===== config.mk =====
export PLATFORM = sky130hd
export DESIGN_NAME = spi_hold_slave
export DESIGN_NICKNAME = d
export VERILOG_FILES = /design/src/rtl/spi_hold_pkg.sv /design/src/rtl/spi_hold_sync.sv /design/src/rtl/spi_hold_ctrl.sv /design/src/rtl/spi_hold_rx.sv /design/src/rtl/spi_hold_tx.sv /design/src/rtl/spi_hold_slave.sv
export SDC_FILE = /design/constraint.sdc
export NUM_CORES = 1
export LEC_CHECK = 0
export BUFFER_PORTS_ARGS = -buffer_cell sky130_fd_sc_hd__buf_2
export CORE_AREA = 2 2 87 89
export CTS_CLUSTER_DIAMETER = 30
export DETAILED_ROUTE_END_ITERATION = 12
export DIE_AREA = 0 0 89 91
export PLACE_DENSITY_LB_ADDON = 0.3
export SYNTH_ARGS = -nofsm -noshare
export SYNTH_HDL_FRONTEND = slang
export SYNTH_HIERARCHICAL = 1
export SYNTH_SLANG_ARGS = --single-unit
export TNS_END_PERCENT = 5

===== constraint.sdc =====
create_clock -name clk -period 2.5 [get_ports clk]
set_clock_uncertainty 0.15 [all_clocks]
set_input_delay 0 -clock clk [delete_from_list [all_inputs] [get_ports clk]]
set_output_delay 0 -clock clk [all_outputs]
set_load 0.005 [all_outputs]

===== src/rtl/spi_hold_pkg.sv =====
package spi_hold_pkg;
   typedef enum logic [1:0] {
      PH_OP   = 2'd0,
      PH_ADDR = 2'd1,
      PH_DATA = 2'd2
   } phase_e;
endpackage


===== src/rtl/spi_hold_sync.sv =====
module spi_hold_sync #(
   parameter int          W       = 4,
   parameter int          STAGES  = 2,
   parameter logic [W-1:0] RST_VAL = '0
) (
   input  logic         clk,
   input  logic         rst_n,
   input  logic [W-1:0] d_i,
   output logic [W-1:0] q_o
);
   if (STAGES < 1) begin : g_bad_stages
      $error("spi_hold_sync: STAGES must be at least 1");
   end

   logic [W-1:0] chain_q [STAGES];

   for (genvar s = 0; s < STAGES; s++) begin : g_stage
      if (s == 0) begin : g_first
         always_ff @(posedge clk or negedge rst_n) begin
            if (!rst_n) chain_q[0] <= RST_VAL;
            else        chain_q[0] <= d_i;
         end
      end else begin : g_next
         always_ff @(posedge clk or negedge rst_n) begin
            if (!rst_n) chain_q[s] <= RST_VAL;
            else        chain_q[s] <= chain_q[s-1];
         end
      end
   end

   assign q_o = chain_q[STAGES-1];
endmodule


===== src/rtl/spi_hold_ctrl.sv =====
module spi_hold_ctrl (
   input  logic clk,
   input  logic rst_n,
   input  logic cs_i,
   input  logic sck_i,
   input  logic hold_n_i,
   output logic held_o,
   output logic rise_o,
   output logic fall_o
);
   logic sck_q;
   logic held_q;

   always_ff @(posedge clk or negedge rst_n) begin
      if (!rst_n) begin
         sck_q  <= 1'b0;
         held_q <= 1'b0;
      end else begin
         sck_q <= sck_i;
         if (cs_i)        held_q <= 1'b0;
         else if (!sck_i) held_q <= ~hold_n_i;
      end
   end

   assign held_o = held_q;
   assign rise_o = ~cs_i & ~held_q &  sck_i & ~sck_q;
   assign fall_o = ~cs_i & ~held_q & ~sck_i &  sck_q;


   hold_sck_high_chk: assert property (@(posedge clk) disable iff (!rst_n)
      (!cs_i && sck_i) |=> $stable(held_q));


   cs_release_hold_chk: assert property (@(posedge clk) disable iff (!rst_n)
      cs_i |=> !held_q);
endmodule


===== src/rtl/spi_hold_rx.sv =====
module spi_hold_rx
   import spi_hold_pkg::*;
#(
   parameter int ADDR_W = 16
) (
   input  logic              clk,
   input  logic              rst_n,
   input  logic              cs_i,
   input  logic              held_i,
   input  logic              rise_i,
   input  logic              si_i,
   output logic [7:0]        op_code_o,
   output logic              op_valid_o,
   output logic [ADDR_W-1:0] addr_o,
   output logic              addr_valid_o,
   output logic [7:0]        wr_data_o,
   output logic              wr_valid_o,
   output logic              load_o,
   output logic              data_ph_o
);
   localparam int SH_W  = (ADDR_W > 8) ? ADDR_W : 8;
   localparam int CNT_W = $clog2(SH_W);

   phase_e           phase_q;
   logic [CNT_W-1:0] cnt_q;
   logic [SH_W-1:0]  sh_q;
   logic [SH_W-1:0]  sh_nxt;
   logic             last_bit;

   assign sh_nxt = {sh_q[SH_W-2:0], si_i};

   always_comb begin
      unique case (phase_q)
         PH_OP:   last_bit = (cnt_q == CNT_W'(7));
         PH_ADDR: last_bit = (cnt_q == CNT_W'(ADDR_W - 1));
         default: last_bit = (cnt_q == CNT_W'(7));
      endcase
   end

   always_ff @(posedge clk or negedge rst_n) begin
      if (!rst_n) begin
         phase_q      <= PH_OP;
         cnt_q        <= '0;
         sh_q         <= '0;
         op_code_o    <= '0;
         addr_o       <= '0;
         wr_data_o    <= '0;
         op_valid_o   <= 1'b0;
         addr_valid_o <= 1'b0;
         wr_valid_o   <= 1'b0;
         load_o       <= 1'b0;
      end else begin
         op_valid_o   <= 1'b0;
         addr_valid_o <= 1'b0;
         wr_valid_o   <= 1'b0;
         load_o       <= 1'b0;
         if (cs_i) begin
            phase_q <= PH_OP;
            cnt_q   <= '0;
            sh_q    <= '0;
         end else if (rise_i) begin
            sh_q <= sh_nxt;
            if (last_bit) begin
               cnt_q <= '0;
               unique case (phase_q)
                  PH_OP: begin
                     op_code_o  <= sh_nxt[7:0];
                     op_valid_o <= 1'b1;
                     phase_q    <= PH_ADDR;
                  end
                  PH_ADDR: begin
                     addr_o       <= sh_nxt[ADDR_W-1:0];
                     addr_valid_o <= 1'b1;
                     load_o       <= 1'b1;
                     phase_q      <= PH_DATA;
                  end
                  default: begin
                     wr_data_o  <= sh_nxt[7:0];
                     wr_valid_o <= 1'b1;
                     load_o     <= 1'b1;
                  end
               endcase
            end else begin
               cnt_q <= cnt_q + CNT_W'(1);
            end
         end
      end
   end

   assign data_ph_o = (phase_q == PH_DATA);


   frozen_in_hold_chk: assert property (@(posedge clk) disable iff (!rst_n)
      (held_i && !cs_i) |=> ($stable(cnt_q) && $stable(sh_q) && $stable(phase_q)));


   cs_clear_chk: assert property (@(posedge clk) disable iff (!rst_n)
      cs_i |=> (cnt_q == '0 && phase_q == PH_OP && sh_q == '0));


   one_word_chk: assert property (@(posedge clk) disable iff (!rst_n)
      $onehot0({op_valid_o, addr_valid_o, wr_valid_o}));
endmodule


===== src/rtl/spi_hold_tx.sv =====
module spi_hold_tx (
   input  logic       clk,
   input  logic       rst_n,
   input  logic       cs_i,
   input  logic       held_i,
   input  logic       fall_i,
   input  logic       data_ph_i,
   input  logic       load_i,
   input  logic [7:0] tx_data_i,
   input  logic       tx_en_i,
   output logic       so_o,
   output logic       so_oe_o
);
   logic [7:0] sh_q;
   logic       bit_q;
   logic       live_q;

   always_ff @(posedge clk or negedge rst_n) begin
      if (!rst_n) begin
         sh_q   <= '0;
         bit_q  <= 1'b0;
         live_q <= 1'b0;
      end else if (cs_i) begin
         sh_q   <= '0;
         bit_q  <= 1'b0;
         live_q <= 1'b0;
      end else if (load_i) begin
         sh_q <= tx_data_i;
      end else if (fall_i && data_ph_i) begin
         bit_q  <= sh_q[7];
         sh_q   <= {sh_q[6:0], 1'b0};
         live_q <= 1'b1;
      end
   end

   assign so_o    = bit_q;
   assign so_oe_o = live_q & tx_en_i & ~held_i & ~cs_i;


   cs_quiet_chk: assert property (@(posedge clk) disable iff (!rst_n)
      cs_i |=> !live_q);


   load_no_edge_chk: assert property (@(posedge clk) disable iff (!rst_n)
      load_i |-> !fall_i);
endmodule


===== src/rtl/spi_hold_slave.sv =====
module spi_hold_slave #(
   parameter int ADDR_W      = 16,
   parameter int SYNC_STAGES = 2
) (
   input  logic              clk,
   input  logic              rst_n,
   input  logic              cs_n,
   input  logic              sck,
   input  logic              si,
   input  logic              hold_n,
   output logic              so,
   output logic              so_oe,
   input  logic              tx_en,
   input  logic [7:0]        tx_data,
   output logic              tx_req,
   output logic [7:0]        op_code,
   output logic              op_valid,
   output logic [ADDR_W-1:0] addr,
   output logic              addr_valid,
   output logic [7:0]        wr_data,
   output logic              wr_valid
);
   if (ADDR_W < 1 || ADDR_W > 32) begin : g_bad_addr_w
      $error("spi_hold_slave: ADDR_W must lie in 1..32");
   end
   if (SYNC_STAGES < 1) begin : g_bad_sync
      $error("spi_hold_slave: SYNC_STAGES must be at least 1");
   end

   localparam int         PIN_W   = 4;
   localparam logic [3:0] PIN_RST = 4'b1001;

   logic [PIN_W-1:0] pins_s;
   logic cs_s, sck_s, si_s, hold_n_s;
   logic held, rise, fall, data_ph;

   spi_hold_sync #(.W(PIN_W), .STAGES(SYNC_STAGES), .RST_VAL(PIN_RST)) u_sync (
      .clk   (clk),
      .rst_n (rst_n),
      .d_i   ({cs_n, sck, si, hold_n}),
      .q_o   (pins_s)
   );

   assign {cs_s, sck_s, si_s, hold_n_s} = pins_s;

   spi_hold_ctrl u_ctrl (
      .clk      (clk),
      .rst_n    (rst_n),
      .cs_i     (cs_s),
      .sck_i    (sck_s),
      .hold_n_i (hold_n_s),
      .held_o   (held),
      .rise_o   (rise),
      .fall_o   (fall)
   );

   spi_hold_rx #(.ADDR_W(ADDR_W)) u_rx (
      .clk          (clk),
      .rst_n        (rst_n),
      .cs_i         (cs_s),
      .held_i       (held),
      .rise_i       (rise),
      .si_i         (si_s),
      .op_code_o    (op_code),
      .op_valid_o   (op_valid),
      .addr_o       (addr),
      .addr_valid_o (addr_valid),
      .wr_data_o    (wr_data),
      .wr_valid_o   (wr_valid),
      .load_o       (tx_req),
      .data_ph_o    (data_ph)
   );

   spi_hold_tx u_tx (
      .clk       (clk),
      .rst_n     (rst_n),
      .cs_i      (cs_s),
      .held_i    (held),
      .fall_i    (fall),
      .data_ph_i (data_ph),
      .load_i    (tx_req),
      .tx_data_i (tx_data),
      .tx_en_i   (tx_en),
      .so_o      (so),
      .so_oe_o   (so_oe)
   );
endmodule


# After elaboration in Yosys (flattened, before gate mapping)
# Cells that the tools add are included.
[totals]
regBits = 77
latch_bits = 0
ram_bits = 0
romBits = 0
output_inout_bits = 38
wordCells = 88
mem_count = 0
[op_classes]
add_sub_neg = 1
mul = 0
div = 0
order_cmp = 0
eq_ne = 6
n_shift = 0
muxes = 37
bitwise_logic = 14
reduce_logical = 13
[op_table]
columns = ["cell", "count"]
rows = [
  ["2-to-1 mux 15 bit", 2],
  ["2-to-1 mux 1 bit", 25],
  ["2-to-1 mux 8 bit", 3],
  ["2-to-1 mux 4 bit", 3],
  ["AND reduction 4 bit", 3],
  ["AND 1 bit", 8],
  ["2-to-1 mux 2 bit", 3],
  ["NOT 1 bit", 6],
  ["nonzero test 2 bit", 3],
  ["nonzero test 3 bit", 2],
  ["adder 4 x 1 -> 4 bit, second input constant", 1],
  ["== test 4 x 3 -> 1 bit, second input constant", 1],
  ["== test 4 bit, second input constant", 1],
  ["one-hot mux 2 bit (2 select lines)", 1],
  ["AND reduction 3 bit", 1],
  ["== test 2 x 1 -> 1 bit, second input constant", 1],
  ["== test 2 bit, second input constant", 1],
  ["logical NOT 2 bit", 1],
  ["inequality test 2 x 1 -> 1 bit, second input constant", 1],
  ["inequality test 2 bit, second input constant", 1],
  ["AND reduction 2 bit", 1],
  ["OR reduction 2 bit", 1],
  ["logical AND 1 bit", 1],
]

# Depth between registers and ports, before layout
[logic_depth]
word_depth = 8
ltp_mapped = 7

# Modules after synthesis
# The synthesis kept the hierarchy.
[modules_own_cells]
columns = ["module", "n_inst", "cells_per_inst", "area_per_inst_um2", "seq_area_each_um2"]
rows = [
  ["spi_hold_rx", 1, 164, 2303.5, 1426.4],
  ["spi_hold_tx", 1, 43, 498.0, 250.2],
  ["spi_hold_sync", 1, 12, 235.2, 205.2],
  ["spi_hold_ctrl", 1, 7, 86.3, 50.0],
]

# Worst setup path after synthesis
# Ideal clock, no wire load.
[synth_timing]
kind = "register to register"
start = "register u_sync.chain_q, in the netlist u_sync/q_o[3]"
end = "register u_rx.wr_data_o[0]"
setup_ps = 125
t_arrival_ps = 1915
required_ps = 2225
setup_slack_ps = 310
stages_incl_launch_ff = 7
n_path_buf = 2
period_less_slack_ps = 2190
path_cell_list = "dfstp_2 -> buf_4 -> nor4b_1 -> buf_4 -> and2b_2 -> nor4b_4 -> mux2_2"
[synth_via]
elab_chain_len = 5
[synth_rtl]
columns = ["item", "line_no", "source"]
rows = [
  ["from (decl)", "spi_hold_sync.sv:15", "logic [W-1:0] chain_q [STAGES];"],
  ["from (signal, indexed assignment)", "spi_hold_sync.sv:26", "else chain_q[s] <= chain_q[s-1];"],
  ["NOT 1 bit", "spi_hold_ctrl.sv:26", "assign rise_o = ~cs_i & ~held_q & sck_i & ~sck_q;"],
  ["AND 1 bit (3 in a row)", "spi_hold_ctrl.sv:26", ""],
  ["named net rise", "spi_hold_slave.sv:35", "logic held, rise, fall, data_ph;"],
  ["AND reduction 4 bit (no line)", "n/a", ""],
  ["to (signal assigned)", "spi_hold_rx.sv:78", "wr_data_o <= sh_nxt[7:0];"],
  ["to (decl)", "spi_hold_rx.sv:16", "output logic [7:0] wr_data_o,"],
]
# The timed path passes the listed nets, and every way through them passes these cells.
# A chain may end at the register's enable or synchronous reset.

# Worst setup path in the final report
[layout_timing]
start = "register u_rx.cnt_q[0]"
end = "register u_rx.op_code_o[6]"
[layout_via]
elab_chain_len = 3
elab_cells_between_ends = 4
cone_classes = "eq/ne: 2; mux: 1; reduce/logical: 1"
[layout_rtl]
columns = ["item", "line_no", "source"]
rows = [
  ["from (decl)", "spi_hold_rx.sv:25", "logic [CNT_W-1:0] cnt_q;"],
  ["from (signal assigned)", "spi_hold_rx.sv:84", "cnt_q <= cnt_q + CNT_W'(1);"],
  ["== test 4 x 3 -> 1 bit or == test 4 bit (tied branches)", "spi_hold_rx.sv:34, spi_hold_rx.sv:36, spi_hold_rx.sv:35", ""],
  ["2-to-1 mux 1 bit *", "n/a", ""],
  ["AND reduction 4 bit (no line) *", "n/a", ""],
  ["to (signal assigned)", "spi_hold_rx.sv:67", "op_code_o <= sh_nxt[7:0];"],
  ["to (decl)", "spi_hold_rx.sv:12", "output logic [7:0] op_code_o,"],
]
# Every way passes the cells marked *; elsewhere a longest branch is shown, timed or not.

==> results.toml <==
[floorplan]
io_pins = 53
start_util_pct = 43.8
core_area_mm2 = 0.00714
rows = 31
dieWidth_um = 89
die_y_um = 91
die_area_mm2 = 0.00810

[worst_setup_path]
cp.buffers_inverters = 1
cp-end-kind = "register"
critPathSlowestCell = "dfrtp_1"
crit_chain = "ha_1 -> nand2_1 -> nor3_2 -> and3b_1 -> buf_4 -> mux2_2"
slowest_delay_ns = 0.40
critPathTopFamily = "simple AND/OR/NAND/NOR gates"
cp_max_fo = 10
crit_type = "register to register"
cp-start-kind = "register"
worst-endpoint-required_ns = 2.57
arrival_ns = 2.13

[pwr]
sw_frac_of_total_pct = 20.7
p_leak_nw = 1.91
power.total_mw = 2.25
switching_power_mw = 0.465
p_int_mw = 1.78
power_frac_seq_pct = 56.3
comb_power_share_pct = 3.9
clockPowerShare_pct = 39.8
ir_drop_mv = 0.371
power_density_mw_per_mm2 = 598

[logic_synthesis]
syn-instance-count = 226
synth_nets = 242
avgSynthCellArea_um2 = 13.8
ys_seq_area_share_pct = 61.9
yosysUniqueCellTypes = 35
yosysWarnings = 6
netlist_area_mm2 = 0.00312
synth_seq_cells = 77

[timing]
slew_headroom_pct = 36.4
period_share_pct = 82.3
final_max_slew_viol_count = 0
worst_hold_slack_ns = 0.151
finalSetupViolCount = 0
worst_slack_ns = 0.442
tightest_slew_ns = 0.954
period_needed_ns = 2.06
grt_setup_unrepaired = "false"
maxClockFrequency_mhz = 486
tns_ns = 0
hold_viol_final = 0

[detailed_routing]
wl_per_cell_um = 14.1
drt_wl_total_um = 5560
viasPerCell = 4.83
first_pass_iters = 4
drtIter0Drc = 72
drc = 0
vias = 1909
postRouteAntennaNets = 0

[clock_tree]
clk_pin_slew_ns = 0.07
cts_resized = 0
clock-sinks = 77
cts.path.max_buffers = 2
ctsHtreeMaxLevel = 3
cts_buffers = 9
clk_latency_ns = 0.34
root_buffer = "clkbuf_8"
cts_tree = "done"
postCtsSetupBuffers = 0

[layout]
diodes = 0
n_fill_cell = 655
finalNetCount = 307
final_cell_area_mm2 = 0.00376
drive_above_1_share_pct = 37.8
area_growth_pct = 20.3

[placed_design]
port_buffers = 52
place_ws_ns = 0.444
place_hpwl_um = 3510
gp_congestion = 0.732
placed_area_mm2 = 0.00344

[status]
status = "complete, no violations"

[worst_hold_path]
hp-class = "primary input to register"

[job]
cap_violations = 0

[grt]
grt.total_usage_pct = 15.1
grt_overflow_total = 0
grt_max_degree = 78
grt_pass1_vias = 1911
antenna_found_initial = 0
grt_pass1_wl_um = 9330
[flip-flops by register name, summed over array words and instances (netlist names)]
register / cells
u_ctrl/held_o: 1
u_ctrl/sck_q: 1
u_rx/addr_o: 16
u_rx/addr_valid_o: 1
u_rx/cnt_q: 4
u_rx/load_o: 1
u_rx/op_code_o: 8
u_rx/op_valid_o: 1
u_rx/phase_q: 2
u_rx/sh_q: 15
u_rx/wr_data_o: 8
u_rx/wr_valid_o: 1
u_sync/chain_q: 4
u_sync/q_o: 4
u_tx/live_q: 1
u_tx/sh_q: 8
u_tx/so_o: 1
[kinds of logic after synthesis]
logic type | after synthesis | synth area share (%)
DFF | 77 | 61.9
muxes | 56 | 19.2
and+or+nand+nor | 49 | 8.37
buffers and inverters | 21 | 4.29
AOI/OAI and AO/OA | 19 | 5.01
xor gates and xnor gates | 3 | 0.841
adders and majority gates | 1 | 0.401
[power by group through the flow]
stage / logic (mW) / clock network [mW] / registers, mW
after CTS: 0.0894 / 0.933 / 1.26
after global placement: 0.0725 / 0 / 1.29
final: 0.0866 / 0.895 / 1.26
after detailed placement: 0.0739 / 0 / 1.29
after global routing: 0.0991 / 0.987 / 1.26
after floorplan: 0.0377 / 0 / 1.28
[repair_timing]
action / in CTS / in global routing
setup endpoints to repair: 0 / 0
hold buffers: 13 / 0
endpoints found under the hold margin: 85 / 0
[placed cells by master, fill, tap and decap left out, types with 2 or more instances in the layout]
cell	synthesis	routed
xor2_1	3	3
clkbuf_1	3	4
nor2b_1	2	2
dlygate4sd3_1	0	13
a21oi_1	2	2
dfstp_2	4	4
inv_1	5	5
nor4b_1	3	2
a32o_1	2	2
nand2_1	15	15
o31ai_1	7	7
buf_2	2	51
mux2i_1	24	24
buf_4	6	6
nor2_1	21	21
clkbuf_8	0	10
dfrtp_1	73	73
mux2_2	32	32
[synth_stat cells, drive strengths merged]
cell	n	area [um^2]
o22ai	1	6.26
mux2i	24	240
buf	13	104
nand2	15	56.3
or2	1	6.26
a21oi	3	18.8
nand3	2	22.5
nor2	21	78.8
nor2b	2	12.5
clkbuf	3	11.3
dfstp	4	105
dfrtp	73	1830
o21ai	1	5.00
o221ai	1	8.76
o211a	1	10.0
inv	5	18.8
mux2	32	360
nor4b	4	50.1
xor2	3	26.3
a211oi	1	20.0
nand3b	1	7.51
o31ai	7	52.6
and3b	1	8.76
a32o	2	20.0
a21o	1	7.51
ha	1	12.5
and2b	1	8.76
o21a	1	7.51
nor3	1	10.0
[routing by layer]
metal,GRT usage [%],up-vias,routed length (um)
met5,0,-,0
met4,7.71,0,113
met3,3.73,10,249
met2,22.7,40,2580
met1,20.1,950,2620
li1,-,909,-
[final cells by class]
class	count	area, um^2	share of cell area, %
Clock inverter	2	35.0	0.933
Multi-Input combinational cell	128	1060	28.3
Inverter	5	18.8	0.500
Timing Repair Buffer	70	430	11.5
Tap cell	99	124	3.30
Clock buffer	14	153	4.06
Sequential cell	77	1930	51.4
[stage by stage]
step | utilization [%] | std cells
after global placement | 48.2 | 366
final | 52.6 | 395
after detailed placement | 48.2 | 366
after global routing | 52.6 | 395
after floorplan | - | 226
after CTS | 52.6 | 395
[final timing paths]
path                                   start                 to  slack [ns]  cells past startpoint
max                            u_rx/cnt_q[0]  u_rx/op_code_o[6]        0.44                      6
min                                       si  u_sync/chain_q[5]        0.15                      2
max reg2reg                    u_rx/cnt_q[0]  u_rx/op_code_o[6]        0.44                      6
min reg2reg                u_sync/chain_q[7]      u_sync/q_o[3]        0.21                      0
max in group asynchronous              rst_n     u_rx/addr_o[6]        1.37                      2
min in group asynchronous              rst_n          u_tx/so_o        0.21                      2
Power figures use the tool's default switching activity.
